$ cat src/rtl/lsu_split.sv
module lsu_split #(
  parameter int ADDR_W = 32
) (
  input  logic              clk_i,
  input  logic              rst_ni,
  input  logic              cmd_valid_i,
  input  logic              cmd_we_i,
  input  logic [1:0]        cmd_size_i,
  input  logic              cmd_signed_i,
  input  logic [ADDR_W-1:0] cmd_addr_i,
  input  logic [31:0]       cmd_wdata_i,
  output logic              stall_o,
  output logic              done_o,
  output logic              err_o,
  output logic [31:0]       rdata_o,
  output logic              bus_req_o,
  input  logic              bus_gnt_i,
  output logic [ADDR_W-1:0] bus_addr_o,
  output logic              bus_we_o,
  output logic [3:0]        bus_be_o,
  output logic [31:0]       bus_wdata_o,
  input  logic              bus_rvalid_i,
  input  logic              bus_err_i,
  input  logic [31:0]       bus_rdata_i
);

  typedef enum logic [1:0] {IDLE, WAIT1, REQ2, WAIT2} st_t;

  st_t               st_q;
  logic              we_q, sgn_q, split_q, abort_q;
  logic [1:0]        size_q;
  logic [ADDR_W-1:0] addr_q;
  logic [31:0]       wdata_q, lo_q;

  logic              idle;
  logic              cur_we;
  logic [1:0]        cur_size;
  logic [ADDR_W-1:0] cur_addr, base_addr;
  logic [31:0]       cur_wdata;
  logic [3:0]        mask4;
  logic [7:0]        mask8;
  logic [63:0]       rot, merged;
  logic [31:0]       raw;

  assign idle      = (st_q == IDLE);
  assign cur_we    = idle ? cmd_we_i     : we_q;
  assign cur_size  = idle ? cmd_size_i   : size_q;
  assign cur_addr  = idle ? cmd_addr_i   : addr_q;
  assign cur_wdata = idle ? cmd_wdata_i  : wdata_q;

  always_comb begin
    case (cur_size)
      2'd0:    mask4 = 4'b0001;
      2'd1:    mask4 = 4'b0011;
      default: mask4 = 4'b1111;
    endcase
  end

  assign mask8     = {4'b0000, mask4} << cur_addr[1:0];
  assign base_addr = {cur_addr[ADDR_W-1:2], 2'b00};
  assign rot       = {cur_wdata, cur_wdata} << {cur_addr[1:0], 3'b000};

  assign bus_req_o   = (idle && cmd_valid_i) || (st_q == REQ2);
  assign bus_addr_o  = (st_q == REQ2) ? base_addr + ADDR_W'(4) : base_addr;
  assign bus_be_o    = (st_q == REQ2) ? mask8[7:4] : mask8[3:0];
  assign bus_we_o    = cur_we;
  assign bus_wdata_o = rot[63:32];

  assign done_o  = bus_rvalid_i &&
                   (((st_q == WAIT1) && (!split_q || bus_err_i)) ||
                    ((st_q == WAIT2) && !abort_q));
  assign err_o   = done_o && bus_err_i;
  assign stall_o = cmd_valid_i && !done_o;

  assign merged = {bus_rdata_i, (st_q == WAIT2) ? lo_q : bus_rdata_i} >> {addr_q[1:0], 3'b000};
  assign raw    = merged[31:0];

  always_comb begin
    case (size_q)
      2'd0:    rdata_o = {{24{sgn_q & raw[7]}},  raw[7:0]};
      2'd1:    rdata_o = {{16{sgn_q & raw[15]}}, raw[15:0]};
      default: rdata_o = raw;
    endcase
  end

  always_ff @(posedge clk_i or negedge rst_ni) begin
    if (!rst_ni) begin
      st_q    <= IDLE;
      we_q    <= 1'b0;
      sgn_q   <= 1'b0;
      split_q <= 1'b0;
      abort_q <= 1'b0;
      size_q  <= 2'd0;
      addr_q  <= '0;
      wdata_q <= '0;
      lo_q    <= '0;
    end else begin
      case (st_q)
        IDLE: if (cmd_valid_i) begin
          we_q    <= cmd_we_i;
          sgn_q   <= cmd_signed_i;
          size_q  <= cmd_size_i;
          addr_q  <= cmd_addr_i;
          wdata_q <= cmd_wdata_i;
          split_q <= |mask8[7:4];
          abort_q <= 1'b0;
          if (bus_gnt_i) st_q <= WAIT1;
        end
        WAIT1: if (bus_rvalid_i) begin
          lo_q <= bus_rdata_i;
          if (split_q) begin
            abort_q <= bus_err_i;
            st_q    <= REQ2;
          end else begin
            st_q <= IDLE;
          end
        end
        REQ2:  if (bus_gnt_i)    st_q <= WAIT2;
        WAIT2: if (bus_rvalid_i) st_q <= IDLE;
        default: st_q <= IDLE;
      endcase
    end
  end

  AST_REQ_HOLD: assert property (@(posedge clk_i) disable iff (!rst_ni)
    bus_req_o && !bus_gnt_i |=> bus_req_o && $stable(bus_addr_o) && $stable(bus_be_o)
      && $stable(bus_we_o) && $stable(bus_wdata_o));
  AST_BE_NONZERO: assert property (@(posedge clk_i) disable iff (!rst_ni)
    bus_req_o |-> bus_be_o != 4'b0000);
  AST_DONE_ON_RESPONSE: assert property (@(posedge clk_i) disable iff (!rst_ni)
    done_o |-> bus_rvalid_i);
  AST_ONE_OUTSTANDING: assert property (@(posedge clk_i) disable iff (!rst_ni)
    bus_req_o && bus_gnt_i |=> !bus_req_o);
  AST_SECOND_PART: assert property (@(posedge clk_i) disable iff (!rst_ni)
    (st_q == WAIT1) && bus_rvalid_i && split_q |=> bus_req_o && (bus_be_o != 4'b0000));
  AST_ABANDON_BLOCKS: assert property (@(posedge clk_i) disable iff (!rst_ni)
    (st_q == REQ2) && abort_q && cmd_valid_i |-> stall_o);

endmodule

$ cat config.mk
export PLATFORM = sky130hd
export DESIGN_NAME = lsu_split
export DESIGN_NICKNAME = d
export VERILOG_FILES = /design/src/rtl/lsu_split.sv
export SDC_FILE = /design/constraint.sdc
export NUM_CORES = 1
export LEC_CHECK = 0
export ABC_AREA = 1
export BUFFER_PORTS_ARGS = -buffer_cell sky130_fd_sc_hd__buf_4
export CAP_MARGIN = 10
export CORE_MARGIN = 2
export CORE_UTILIZATION = 34
export DETAILED_ROUTE_END_ITERATION = 10
export SYNTH_ARGS = -nofsm -noshare
export SYNTH_HDL_FRONTEND = slang
export SYNTH_SLANG_ARGS = --single-unit
$ cat constraint.sdc
create_clock -name clk_i -period 2.15 [get_ports clk_i]
set_input_delay 0.43 -clock clk_i [delete_from_list [all_inputs] [get_ports clk_i]]
set_output_delay 0.43 -clock clk_i [all_outputs]
set_load 0.01 [all_outputs]
# --- After elaboration in Yosys (flattened, before gate mapping) ---
# Index checks and enable logic that the tools add are counted.
op_classes:
  n_addsub: 1
  mul: 0
  div_mod_pow: 0
  order_cmp: 0
  n_eq_ne: 11
  shifts: 3
  n_mux: 20
  bitwise_logic: 2
  reduce_logical: 21
ops:
  columns: ["operator", "count"]
  rows:
  - ["$mux 32", 4]
  - ["$pmux 32 s2", 1]
  - ["$shl 64x5->64", 1]
  - ["$shr 64x5->32", 1]
  - ["$add 32x3->32 const B", 1]
  - ["$mux 2", 7]
  - ["$ne 2x2->1 const B", 6]
  - ["$pmux 2 s4", 1]
  - ["$pmux 4 s2", 1]
  - ["$shl 4x2->8", 1]
  - ["$eq 2x1->1 const B", 3]
  - ["$logic_and 1x1->1", 6]
  - ["$logic_not 2->1", 3]
  - ["$reduce_and 5->1", 1]
  - ["$eq 2x2->1 const B", 2]
  - ["$mux 1", 4]
  - ["$mux 4", 1]
  - ["$reduce_and 2->1", 2]
  - ["$reduce_and 4->1", 1]
  - ["$reduce_or 4->1", 1]
  - ["$logic_not 1->1", 3]
  - ["$logic_or 1x1->1", 3]
  - ["$and 1x1->1", 2]
  - ["$pmux 1 s2", 1]
  - ["$reduce_bool 2->1", 1]
totals:
  ff_bits: 104
  latch_bits: 0
  ram_bits: 0
  romBits: 0
  input_bits: 106
  out_inout_bits: 105
  wordCells: 67
  memories: 0

# --- Longest topological paths before layout ---
logic_depth:
  ltp_word: 7
  depth_mapped: 15
  depth_no_buf: 14

# --- Least setup slack after synthesis ---
# OpenSTA, ideal clock, no wires.
synth_timing:
  path_type: "reg2out"
  from: "reg with a tool-made name"
  to: "out bus_addr_o[16]"
  arrival_ns: 1.947
  required_time_ns: 1.720
  slack_ns: -0.227
  path_stages_with_launch: 14
  n_path_buf: 1
  cell_sequence: "dfrtp_1 nor2_4 buf_4 nand2_1 o21a_1 inv_1 ha_1 nand2_1 nor2_1 inv_1 nor2_1 nand3_1 xor2_1 inv_1"
synth_lines:
  columns: ["element", "line_no", "text"]
  rows:
  - ["end, declared", "18", "output logic [ADDR_W-1:0] bus_addr_o,"]

==> results.yml <==
status:
  status: "finished with violations"
  violations: "setup timing"
clock_tree:
  numCtsBuffers: 9
  holdBufCountCts: 0
  cts.sinks: 104
  clk_path_buf_depth: 2
  cts_root_buffer: "clkbuf_16"
  path_clk_slew_ps: 70
  htree_levels: 3
  cts_tree: "yes"
  clk_latency_ps: 350
placement:
  pre_cts_ws_ps: -324.8
  globalplace.congestion: 0.8826
  placed_area_sq_um: 10510
  dp_hpwl_um: 20700
  io_buffers: 208
layout:
  drive_above_1_share_pct: 36.99
  n_antenna_cell: 0
  final_common_cell: "nand2_1"
  num-nets-final: 1697
  ff_latch_area_sq_um: 2604
  layout_common_cells: "nand2_1, buf_4, o21ai_0"
  multi_input_area_sq_um: 5047
  fillers: 2166
  fin_area_sq_um: 12370
  synthToLayoutAreaGrowth_pct: 57.56
route:
  wl_per_cell_um: 15.66
  routed_via_density: 5.002
  wl_um: 29450
  antenna_left: 0
  drc: 0
  drt_iter0_drc: 591
  first_pass_iters: 6
  num_vias: 9403
die:
  die_area_sq_um: 24330
  fp.dieH_um: 156.0
  io_pins: 211
  rows: 55
  start_util_pct: 34.69
  die_w_um: 156.0
  core-area_sq_um: 22640
sta:
  clock.fmax_mhz: 355.8
  layout_min_cycle_time_ps: 2811
  setup_viol: 102
  final-hold-violation-count: 0
  rsz0062_at_grt: "true"
  skew_ps: 9.176
  layout_setup_ws_ps: -660.9
  period_share_pct: 130.7
  slew_viol_final: 0
global_route:
  grt_pass1_wl_um: 44820
  overflow: 0
  grt_antenna_before_repair: 0
  grt_pass1_vias: 8675
  use_met2_pct: 40.54
  met3_usage_pct: 3.306
  gr-usage-met1_pct: 29.78
  grt_usage_pct: 23.23
  grt_most_used_layer: "met2"
  grt_max_degree: 97
yosys:
  synth.distinct_cells: 40
  synth_top_cell_area_share_pct: 33.14
  yosys.area.top_type: "dfrtp_1"
  avgSynthCellArea_sq_um: 6.150
  synthTopCellsByArea: "dfrtp_1, nand2_1, o21ai_0"
  yosysSeqAreaShare_pct: 33.14
  synthesis.area_sq_um: 7854
  ys_warn_count: 0
  syn_inst: 1277
  ys_ff_latch: 104
power:
  power_frac_seq_pct: 14.7
  leakage_nw: 6.426
  power_density_nw_per_um2: 1936
  swShare_pct: 47.77
  p_switching_mw: 11.44
  power_frac_clock_pct: 7.0
  power_frac_comb_pct: 78.3
  p_int_mw: 12.51
  irDropWorstVdd_mv: 1.228
setup_path:
  worst-path-max-fanout: 7
  r2r_cells: 10
  r2r_slack_ps: 200
  path_class: "reg2out"
  worstSetupEndpoint: "bus_addr_o[19]"
  required_ps: 1720
  arrival_ps: 2380
  timing.rr.end: "wdata_q[24]"
  end_kind: "output port"
  start_kind: "flop"
run:
  maxCapViolations: 0
hold_path:
  hold_class: "in2async"
-- metal layers --
layer | share of wire [%] | up-vias
met3 | 6.1 | 50
met2 | 49 | 294
met4 | 2.5 | 0
li1 | - | 4692
met1 | 42 | 4367
met5 | 0 | -
-- registers in the layout, indices dropped and copies added (netlist names), named ones only --
name	count
addr_q	32
lo_q	32
wdata_q	32
size_q	2
abort_q	1
sgn_q	1
split_q	1
st_q	1
we_q	1
-- worst max-delay path: stages (launching register included) --
cell and delay, ps:
dfrtp_1 420, buf_6 140, clkinvlp_4 150, nand2_8 160, nand2_4 60, nand2_4 80
nand2_4 50, nor2_4 210, nand2_4 100, nor2_4 240, nand3_2 130, o21ai_2 130
buf_4 130
-- stage by stage --
stage | power, mW | cells | util (%) | hold slack, ps | setup TNS (ps)
4_1_cts | 22.30 | 1862 | 51.79 | 33.89 | -52810
6_report | 23.95 | 1880 | 54.66 | 11.45 | -54470
2_1_floorplan | 11.08 | 1278 | - | 134.4 | -1122
5_1_grt | 25.77 | 1880 | 54.66 | 39.64 | -66700
3_5_place_dp | 17.60 | 1810 | 46.42 | 413.8 | -15410
3_3_place_gp | 17.44 | 1810 | 46.42 | 415.5 | -12450
-- how the worst min path moves through the flow --
stage / cells after the start / slack (ps) / end / startpoint
after floorplan: 0 / 130 / async pin / rst_ni
after global placement: 1 / 420 / lo_q[4] / rst_ni
final: 1 / 10 / lo_q[30] / rst_ni
after CTS: 1 / 30 / lo_q[30] / rst_ni
after detailed placement: 1 / 410 / lo_q[30] / rst_ni
after global routing: 1 / 40 / lo_q[30] / rst_ni
-- power by group through the flow --
stage               clock, mW  combinational (mW)  sequential (mW)
CTS                      1.72                17.1             3.44
global placement            0                14.0             3.40
finish                   1.68                18.8             3.52
detailed placement          0                14.2             3.42
global route             1.80                20.3             3.64
floorplan                   0                7.80             3.29
-- what timing repair did --
action	CTS	global route
pin swaps	36	45
gates resized for setup	212	152
cloned	9	4
buffers inserted	27	18
endpoints found under the setup margin	102	103
-- cell usage after synthesis (all sizes together) --
master  count
nor2       61
xnor2       1
nor4        1
nand2     424
or2         1
conb        1
clkinv      2
o22ai       2
nor3        3
xor2       17
o21a        1
buf        28
and2        1
dfrtp     104
a21oi      36
o211ai      2
o21ai     313
mux2i       1
ha          1
o221ai      5
nand3      38
o31ai       2
clkbuf     48
nand4       8
a21boi      1
inv       174
a211oi      1
-- area by class of cell --
class | count | share of cell area, %
inverter | 176 | 5.420
multi-input combinational | 923 | 40.79
clock buffer | 10 | 1.850
sequential | 104 | 21.04
timing repair buffer | 376 | 27.47
tap | 285 | 2.882
clock inverter | 6 | 0.5460
-- logic make-up (layout without fill, tap and decap cells) --
kind of cell    count (synthesis)  count (layout)  share of synthesized area [%]
mux                             1               1                         0.1275
buf+inv                       252             568                          12.84
other cells                     1               2                        0.04775
fa+ha+maj                       1               1                         0.1593
flops                         104             104                          33.14
xor+xnor                       18              18                          2.007
compound gates                363             363                          23.91
simple gates                  537             538                          27.77
No activity file was read; power rests on OpenSTA's default activity.
